**src/rtl/txb_pkg.sv**
```systemverilog
package txb_pkg;
  // width of one byte lane of a storage row
  localparam int unsigned LANE_W = 8;

  // host-facing flag pair, registered in txb_flags
  typedef struct packed {
    logic ready;
    logic space;
  } txb_flags_t;
endpackage

```
**src/rtl/txb_wr_port.sv**
```systemverilog
module txb_wr_port #(
  parameter int unsigned DATA_W = 32,
  parameter int unsigned AW     = 5,
  localparam int unsigned LANES = DATA_W / txb_pkg::LANE_W,
  localparam int unsigned ROWS  = 1 << AW
) (
  input  logic              clk,
  input  logic              rst,
  input  logic              wr_en,
  input  logic [DATA_W-1:0] wr_data,
  input  logic [LANES-1:0]  wr_be,
  input  logic              wr_last,
  input  logic              full,
  input  logic [AW-1:0]     rd_row,
  output logic [AW:0]       wptr,
  output logic [DATA_W-1:0] rd_data,
  output logic [LANES-1:0]  rd_be,
  output logic              rd_last
);
  logic              en_q;
  logic [DATA_W-1:0] data_q;
  logic [LANES-1:0]  be_q;
  logic              last_q;
  logic              do_wr;

  logic [DATA_W-1:0] data_mem [ROWS];
  logic [LANES-1:0]  be_mem   [ROWS];
  logic              last_mem [ROWS];

  // stage 1: capture host controls
  always_ff @(posedge clk) begin
    if (rst) begin
      en_q <= 1'b0;
    end else begin
      en_q <= wr_en;
    end
    data_q <= wr_data;
    be_q   <= wr_be;
    last_q <= wr_last;
  end

  // stage 2: commit to storage, whole row per write
  assign do_wr = en_q && !full;

  always_ff @(posedge clk) begin
    if (rst) begin
      wptr <= '0;
    end else if (do_wr) begin
      wptr <= wptr + (AW+1)'(1);
    end
  end

  always_ff @(posedge clk) begin
    if (do_wr) begin
      data_mem[wptr[AW-1:0]] <= data_q;
      be_mem[wptr[AW-1:0]]   <= be_q;
      last_mem[wptr[AW-1:0]] <= last_q;
    end
  end

  assign rd_data = data_mem[rd_row];
  assign rd_be   = be_mem[rd_row];
  assign rd_last = last_mem[rd_row];

  // a staged write meeting a full buffer leaves the write pointer alone
  a_r7_full_drop: assert property (@(posedge clk) disable iff (rst)
    (en_q && full) |=> $stable(wptr));
endmodule

```
**src/rtl/txb_rd_ctrl.sv**
```systemverilog
module txb_rd_ctrl #(
  parameter int unsigned DATA_W = 32,
  parameter int unsigned AW     = 5,
  parameter int unsigned WINDOW = 64,
  localparam int unsigned LANES = DATA_W / txb_pkg::LANE_W,
  localparam int unsigned SEL_W = (LANES > 1) ? $clog2(LANES) : 1,
  localparam int unsigned CNT_W = $clog2(WINDOW + 1)
) (
  input  logic                     clk,
  input  logic                     rst,
  input  logic [AW:0]              wptr,
  input  logic [DATA_W-1:0]        row_data,
  input  logic [LANES-1:0]         row_be,
  input  logic                     row_last,
  input  logic                     tx_rd,
  input  logic                     tx_collide,
  output logic [AW-1:0]            rd_row,
  output logic [AW:0]              cmt,
  output logic [txb_pkg::LANE_W-1:0] tx_byte,
  output logic                     tx_valid,
  output logic                     tx_eop
);
  logic [AW:0]      spec;
  logic [LANES-1:0] used;
  logic [CNT_W-1:0] cnt;

  logic             avail, past_win, collide_act;
  logic [LANES-1:0] remain, sel_bit;
  logic [SEL_W-1:0] sel;
  logic             one_left, take, skip, row_done, pkt_end;

  assign avail    = (spec != wptr);
  assign remain   = row_be & ~used;
  assign one_left = ($countones(remain) == 1);
  assign past_win = (cnt >= CNT_W'(WINDOW));

  // lowest lane still pending
  always_comb begin
    sel = '0;
    for (int i = LANES - 1; i >= 0; i--) begin
      if (remain[i]) sel = SEL_W'(i);
    end
  end
  assign sel_bit = LANES'(1) << sel;

  assign rd_row   = spec[AW-1:0];
  assign tx_byte  = row_data[sel*txb_pkg::LANE_W +: txb_pkg::LANE_W];
  assign tx_valid = avail && (|remain);
  assign tx_eop   = tx_valid && row_last && one_left;

  assign collide_act = tx_collide && !past_win;
  assign take        = tx_rd && tx_valid && !collide_act;
  assign skip        = avail && !(|remain) && !collide_act;
  assign row_done    = (take && one_left) || skip;
  assign pkt_end     = row_done && row_last;

  always_ff @(posedge clk) begin
    if (rst) begin
      spec <= '0;
      cmt  <= '0;
      used <= '0;
      cnt  <= '0;
    end else if (collide_act) begin
      spec <= cmt;
      used <= '0;
      cnt  <= '0;
    end else begin
      if (take) used <= used | sel_bit;
      if (row_done) begin
        used <= '0;
        spec <= spec + (AW+1)'(1);
      end
      if (take && !past_win) cnt <= cnt + CNT_W'(1);
      if (pkt_end) begin
        cnt <= '0;
        cmt <= spec + (AW+1)'(1);
      end else if (past_win) begin
        cmt <= row_done ? spec + (AW+1)'(1) : spec;
      end
    end
  end

  // a rewind lands exactly on the packet start with no lane consumed
  a_r9_rewind: assert property (@(posedge clk) disable iff (rst)
    collide_act |=> (spec == cmt) && (used == '0));

  // inside the window and before the end, committed space is frozen
  a_r8_commit_hold: assert property (@(posedge clk) disable iff (rst)
    (!past_win && !pkt_end) |=> $stable(cmt));

  // speculative reads stay between the committed point and the writes
  a_r9_spec_bounds: assert property (@(posedge clk) disable iff (rst)
    (AW+1)'(spec - cmt) <= (AW+1)'(wptr - cmt));
endmodule

```
**src/rtl/txb_flags.sv**
```systemverilog
module txb_flags #(
  parameter int unsigned AW   = 5,
  parameter int unsigned TH_W = 5,
  localparam int unsigned ROWS = 1 << AW,
  localparam int unsigned CW   = (AW + 1 > TH_W) ? AW + 1 : TH_W
) (
  input  logic                clk,
  input  logic                rst,
  input  logic [AW:0]         wptr,
  input  logic [AW:0]         cmt,
  input  logic [TH_W-1:0]     thresh,
  output logic                full,
  output txb_pkg::txb_flags_t flags
);
  logic [AW:0] held;
  logic [AW:0] free_rows;

  assign held      = wptr - cmt;
  assign free_rows = (AW+1)'(ROWS) - held;
  assign full      = (held == (AW+1)'(ROWS));

  always_ff @(posedge clk) begin
    if (rst) begin
      flags.ready <= 1'b1;
      flags.space <= 1'b1;
    end else begin
      flags.ready <= (CW'(free_rows) >= CW'(thresh));
      flags.space <= (free_rows >= (AW+1)'(2));
    end
  end

  // rows held never exceed storage
  a_r7_no_overflow: assert property (@(posedge clk) disable iff (rst)
    held <= (AW+1)'(ROWS));
endmodule

```
**src/rtl/txb_rewind_fifo.sv**
```systemverilog
module txb_rewind_fifo #(
  parameter int unsigned DATA_W = 32,
  parameter int unsigned ROWS   = 32,
  parameter int unsigned TH_W   = 5,
  parameter int unsigned WINDOW = 64,
  localparam int unsigned AW    = $clog2(ROWS),
  localparam int unsigned LANES = DATA_W / txb_pkg::LANE_W
) (
  input  logic                       clk,
  input  logic                       rst,
  input  logic [TH_W-1:0]            cfg_thresh,
  input  logic                       wr_en,
  input  logic [DATA_W-1:0]          wr_data,
  input  logic [LANES-1:0]           wr_be,
  input  logic                       wr_last,
  input  logic                       tx_rd,
  input  logic                       tx_collide,
  output logic [txb_pkg::LANE_W-1:0] tx_byte,
  output logic                       tx_valid,
  output logic                       tx_eop,
  output logic                       rdy,
  output logic                       space_ok
);
  logic [AW:0]         wptr, cmt;
  logic [AW-1:0]       rd_row;
  logic [DATA_W-1:0]   row_data;
  logic [LANES-1:0]    row_be;
  logic                row_last;
  logic                full;
  txb_pkg::txb_flags_t flags;

  txb_wr_port #(.DATA_W(DATA_W), .AW(AW)) u_wr (
    .clk(clk), .rst(rst), .wr_en(wr_en), .wr_data(wr_data), .wr_be(wr_be),
    .wr_last(wr_last), .full(full), .rd_row(rd_row), .wptr(wptr),
    .rd_data(row_data), .rd_be(row_be), .rd_last(row_last)
  );

  txb_rd_ctrl #(.DATA_W(DATA_W), .AW(AW), .WINDOW(WINDOW)) u_rd (
    .clk(clk), .rst(rst), .wptr(wptr), .row_data(row_data), .row_be(row_be),
    .row_last(row_last), .tx_rd(tx_rd), .tx_collide(tx_collide),
    .rd_row(rd_row), .cmt(cmt), .tx_byte(tx_byte), .tx_valid(tx_valid),
    .tx_eop(tx_eop)
  );

  txb_flags #(.AW(AW), .TH_W(TH_W)) u_flags (
    .clk(clk), .rst(rst), .wptr(wptr), .cmt(cmt), .thresh(cfg_thresh),
    .full(full), .flags(flags)
  );

  assign rdy      = flags.ready;
  assign space_ok = flags.space;
endmodule

```
**config.mk**
```make
export PLATFORM = sky130hd
export DESIGN_NAME = txb_rewind_fifo
export DESIGN_NICKNAME = d
export VERILOG_FILES = /design/src/rtl/txb_pkg.sv /design/src/rtl/txb_wr_port.sv /design/src/rtl/txb_rd_ctrl.sv /design/src/rtl/txb_flags.sv /design/src/rtl/txb_rewind_fifo.sv
export SDC_FILE = /design/constraint.sdc
export NUM_CORES = 1
export LEC_CHECK = 0
export BUFFER_PORTS_ARGS = -buffer_cell sky130_fd_sc_hd__buf_2
export CAP_MARGIN = 20
export CELL_PAD_IN_SITES_DETAIL_PLACEMENT = 0
export CELL_PAD_IN_SITES_GLOBAL_PLACEMENT = 1
export CORE_AREA = 4 4 307 309
export CTS_BUF_LIST = sky130_fd_sc_hd__clkbuf_2 sky130_fd_sc_hd__clkbuf_4 sky130_fd_sc_hd__clkbuf_8
export DETAILED_ROUTE_END_ITERATION = 10
export DIE_AREA = 0 0 311 313
export PLACE_DENSITY = 0.78
export SLEW_MARGIN = 25
export SYNTH_ARGS = -nofsm -noshare
export SYNTH_HDL_FRONTEND = slang
export SYNTH_SLANG_ARGS = --single-unit
export TNS_END_PERCENT = 100
```
**constraint.sdc**
```tcl
create_clock -name clk -period 4.9 [get_ports clk]
set_input_delay 0.245 -clock clk [delete_from_list [all_inputs] [get_ports clk]]
set_output_delay 0.245 -clock clk [all_outputs]
set_load 0.03 [all_outputs]
```
==> flow_summary.ini <==
[cts]
cts_buffers = 193
clockRootBuffer = clkbuf_8
clock_latency_ns = 0.85
cts_tree = done
cts_max_path_buffers = 3
h-tree-depth = 4
tritoncts_num_sinks = 1253
clkSlewWorstSetupHoldPaths_ns = 0.06

[critical_path]
rr_endpoint = u_rd.spec[1]
required_ns = 4.66
crit_type = reg2out
critPathLaunchType = flip-flop
r2r_start = u_rd.spec[0]
endpoint_kind = output pin
reg2reg_depth = 13
cp.arrival_ns = 4.51
critPathMaxFanout = 55
r2r_slack_ns = 0.23

[route]
vias = 23761
vias_per_cell = 6.24
wl_per_cell_um = 30.3
drt_first_pass_iters = 6
drcViolationCount = 0
drtIter0Drc = 3107
ant_nets = 0
wirelength_um = 115000

[logic_synthesis]
syn_area_um2 = 48200
synthMuxAreaShare_pct = 17.1
ys.flop_type = edfxtp_1
ys_seq_area_share_pct = 76.7
synth-edff-count = 1184
synth-compound-area-share_pct = 1.89
yosysUniqueCellTypes = 60
synth_top_cell_by_area = edfxtp_1
postSynthCellCount = 2162
synth_adder_area_share_pct = 0.732
syn_area_per_cell_um2 = 22.3
yosysTopAreaCellShare_pct = 73.8
syn-num-nets = 2236
synth_top_family_by_area = multiplexers
synthSimpleGateAreaFrac_pct = 1.75
yosys.area_share.xor_xnor_pct = 0.436
synth_warnings = 0
synth_area_leaders = edfxtp_1 74%, mux4_2 15%, dfxtp_1 2.9%
async_reset_ff_share_pct = 0
synth-seq-cells = 1253

[floorplanning]
row_count = 111
initial_core_util_pct = 52.7
io-pin-count = 59
chipWidth_um = 311
fp.dieH_um = 313
die-area_um2 = 97300
core_um2 = 91400

[cells_and_area]
layout-drive-gt1-share_pct = 32.3
area_delta_synth_final_pct = 14.8
num-fill-cells = 6250
layout.nets = 2527
multi_input_area_um2 = 10800
regArea_um2 = 37000
post-route-util_pct = 60.5
instances_no_fill = 3810

[power_and_ir_drop]
leakagePower_uw = 0.0173
worst_ir_drop_vdd_mv = 0.271
power_density_nw_per_um2 = 416

[timing]
fin_crit_sh_pct = 96.9
rsz0062_at_grt = false
setup_viol = 0
max_freq_mhz = 211
fin_crit_ns = 4.75
relSlewSlack_pct = 30.9
fin_setup_tns_ns = 0
drv_slew = 0
tightest_slew_ns = 1.04
hold_viol_final = 0
fin_worst_skew_ns = 0.0411

[global_route]
grt_pass1_vias = 24171
grt_max_degree = 63
antenna_found_initial = 1
grt_use_total_pct = 24.0
grt_pass1_wl_um = 168000
overflow = 0

[placement]
gp_congestion = 0.787
dp.cells = 3379
portBuffers = 58
hpwl_um = 59800

[outcome]
status = finished clean

[hold_path]
min_from = wr_last
min_to = u_wr.last_q
hp-class = in2reg
hold_depth = 2

[job]
max_cap_viol_count = 0
-- critical path: stages, from the launching register on --
cell and delay [ns]:
dfxtp_4 0.47, buf_12 0.25, buf_4 0.71, mux4_2 0.43, mux4_2 0.50, mux2_2 0.31
o211ai_1 0.46, o211ai_1 0.26, buf_2 0.25
-- Yosys cell counts (all sizes together), types with 3 or more instances --
| library cell | number |
|---|---|
| nand3 | 9 |
| mux4 | 324 |
| buf | 76 |
| o21ai | 15 |
| o21a | 4 |
| edfxtp | 1184 |
| nor4 | 6 |
| o311ai | 4 |
| nand2b | 4 |
| o211ai | 19 |
| o221ai | 19 |
| dfxtp | 69 |
| a21oi | 24 |
| mux2i | 82 |
| mux2 | 11 |
| a21o | 4 |
| a31oi | 3 |
| o22ai | 5 |
| xnor2 | 12 |
| nor3 | 8 |
| clkbuf | 33 |
| xor2 | 12 |
| and3 | 4 |
| nand3b | 5 |
| and2 | 4 |
| or2 | 3 |
| inv | 24 |
| nand2 | 34 |
| nor2 | 87 |
| a211oi | 9 |
| ha | 25 |
| or3 | 4 |
| nor2b | 8 |
-- worst max-delay path by stage --
stage	from	to	cells after the start
5_1_grt	u_rd.spec[0]	tx_byte[3]	9
3_3_place_gp	u_rd.spec[2]	u_rd.spec[3]	14
3_5_place_dp	u_rd.spec[2]	u_rd.spec[1]	12
6_report	u_rd.spec[1]	tx_byte[7]	8
4_1_cts	u_rd.spec[1]	tx_byte[7]	8
2_1_floorplan	u_rd.spec[0]	u_rd.cmt[3]	18
-- layout by cell type, fill, tap and decap left out, drive strengths merged, types with 3 or more instances in the layout --
| cell | netlist | layout |
|---|---|---|
| xnor2 | 12 | 12 |
| o211ai | 19 | 19 |
| o311ai | 4 | 4 |
| or3 | 4 | 4 |
| nand2 | 34 | 34 |
| nor4 | 6 | 6 |
| and2 | 4 | 4 |
| or2 | 3 | 3 |
| nand3 | 9 | 9 |
| o21a | 4 | 4 |
| inv | 24 | 34 |
| mux2i | 82 | 82 |
| o221ai | 19 | 19 |
| dlygate4sd3 | 0 | 65 |
| clkinv | 0 | 78 |
| bufinv | 0 | 10 |
| nor2b | 8 | 8 |
| o21ai | 15 | 15 |
| mux2 | 11 | 11 |
| a21o | 4 | 4 |
| nor2 | 87 | 87 |
| ha | 25 | 25 |
| nor3 | 8 | 8 |
| a31oi | 3 | 3 |
| a21oi | 24 | 24 |
| xor2 | 12 | 12 |
| and3 | 4 | 4 |
| dfxtp | 69 | 69 |
| edfxtp | 1184 | 1184 |
| a211oi | 9 | 9 |
| nand3b | 5 | 5 |
| o22ai | 5 | 5 |
| buf | 76 | 140 |
| clkbuf | 33 | 262 |
| mux4 | 324 | 324 |
| nand2b | 4 | 4 |
| clkinvlp | 0 | 4 |
-- layer usage --
layer / track usage, % / wire length (um)
met1: 34.8 / 46400
met2: 37.2 / 55300
met5: 0 / 0
met4: 8.04 / 3150
met3: 4.78 / 10500
-- sequential cells by signal, indices dropped and copies added, names as in the netlist, 2 cells and up --
signal and cells:
u_wr.be_mem 128, u_wr.wptr 6, u_wr.data_q 32, u_wr.be_q 4, u_rd.used 4, u_rd.spec 6
u_flags.flags 2, u_rd.cmt 6, u_wr.last_mem 32, u_wr.data_mem 1024, u_rd.cnt 7
-- cells by family after synthesis --
logic type,after synthesis
and+or+nand+nor,183
adders and majority gates,27
xor gates and xnor gates,24
DFF,1253
muxes,417
AOI/OAI and AO/OA,125
buffers and inverters,133
-- through the flow --
step / setup WS, ns / hold slack, ns / power (uW) / area, um^2
global route: 0.0345 / 0.0246 / 23900 / 55300
detailed placement: 0.156 / 0.349 / 14200 / 50500
CTS: 0.0259 / 0.00435 / 23200 / 55300
floorplan: 0.0214 / 0.273 / 13600 / 48200
global placement: 0.214 / 0.349 / 14200 / 50500
finish: 0.150 / 0.0818 / 23000 / 55300
-- area by class of cell --
class,count,area share (%)
Clock inverter,102,1.40
Inverter,24,0.163
Tap cell,1186,2.68
Clock buffer,262,5.90
Antenna cell,2,0.00905
Multi-Input combinational cell,776,19.6
Sequential cell,1253,66.8
Timing Repair Buffer,205,3.46
-- where the power goes --
part | switching (uW) | leakage, uW | total, uW | internal, uW
Clock | 4040 | 0.00213 | 8930 | 4890
Sequential | 177 | 0.0112 | 12000 | 11800
Combinational | 1150 | 0.00399 | 2100 | 948
-- timing repair --
action                                  CTS  global route
hold buffers                             65             0
buffers inserted                          0             0
endpoints found under the setup margin    8            16
gates resized for setup                   8            10
endpoints found under the hold margin    58             0
Note: power is estimated with default switching activity, not from simulation.
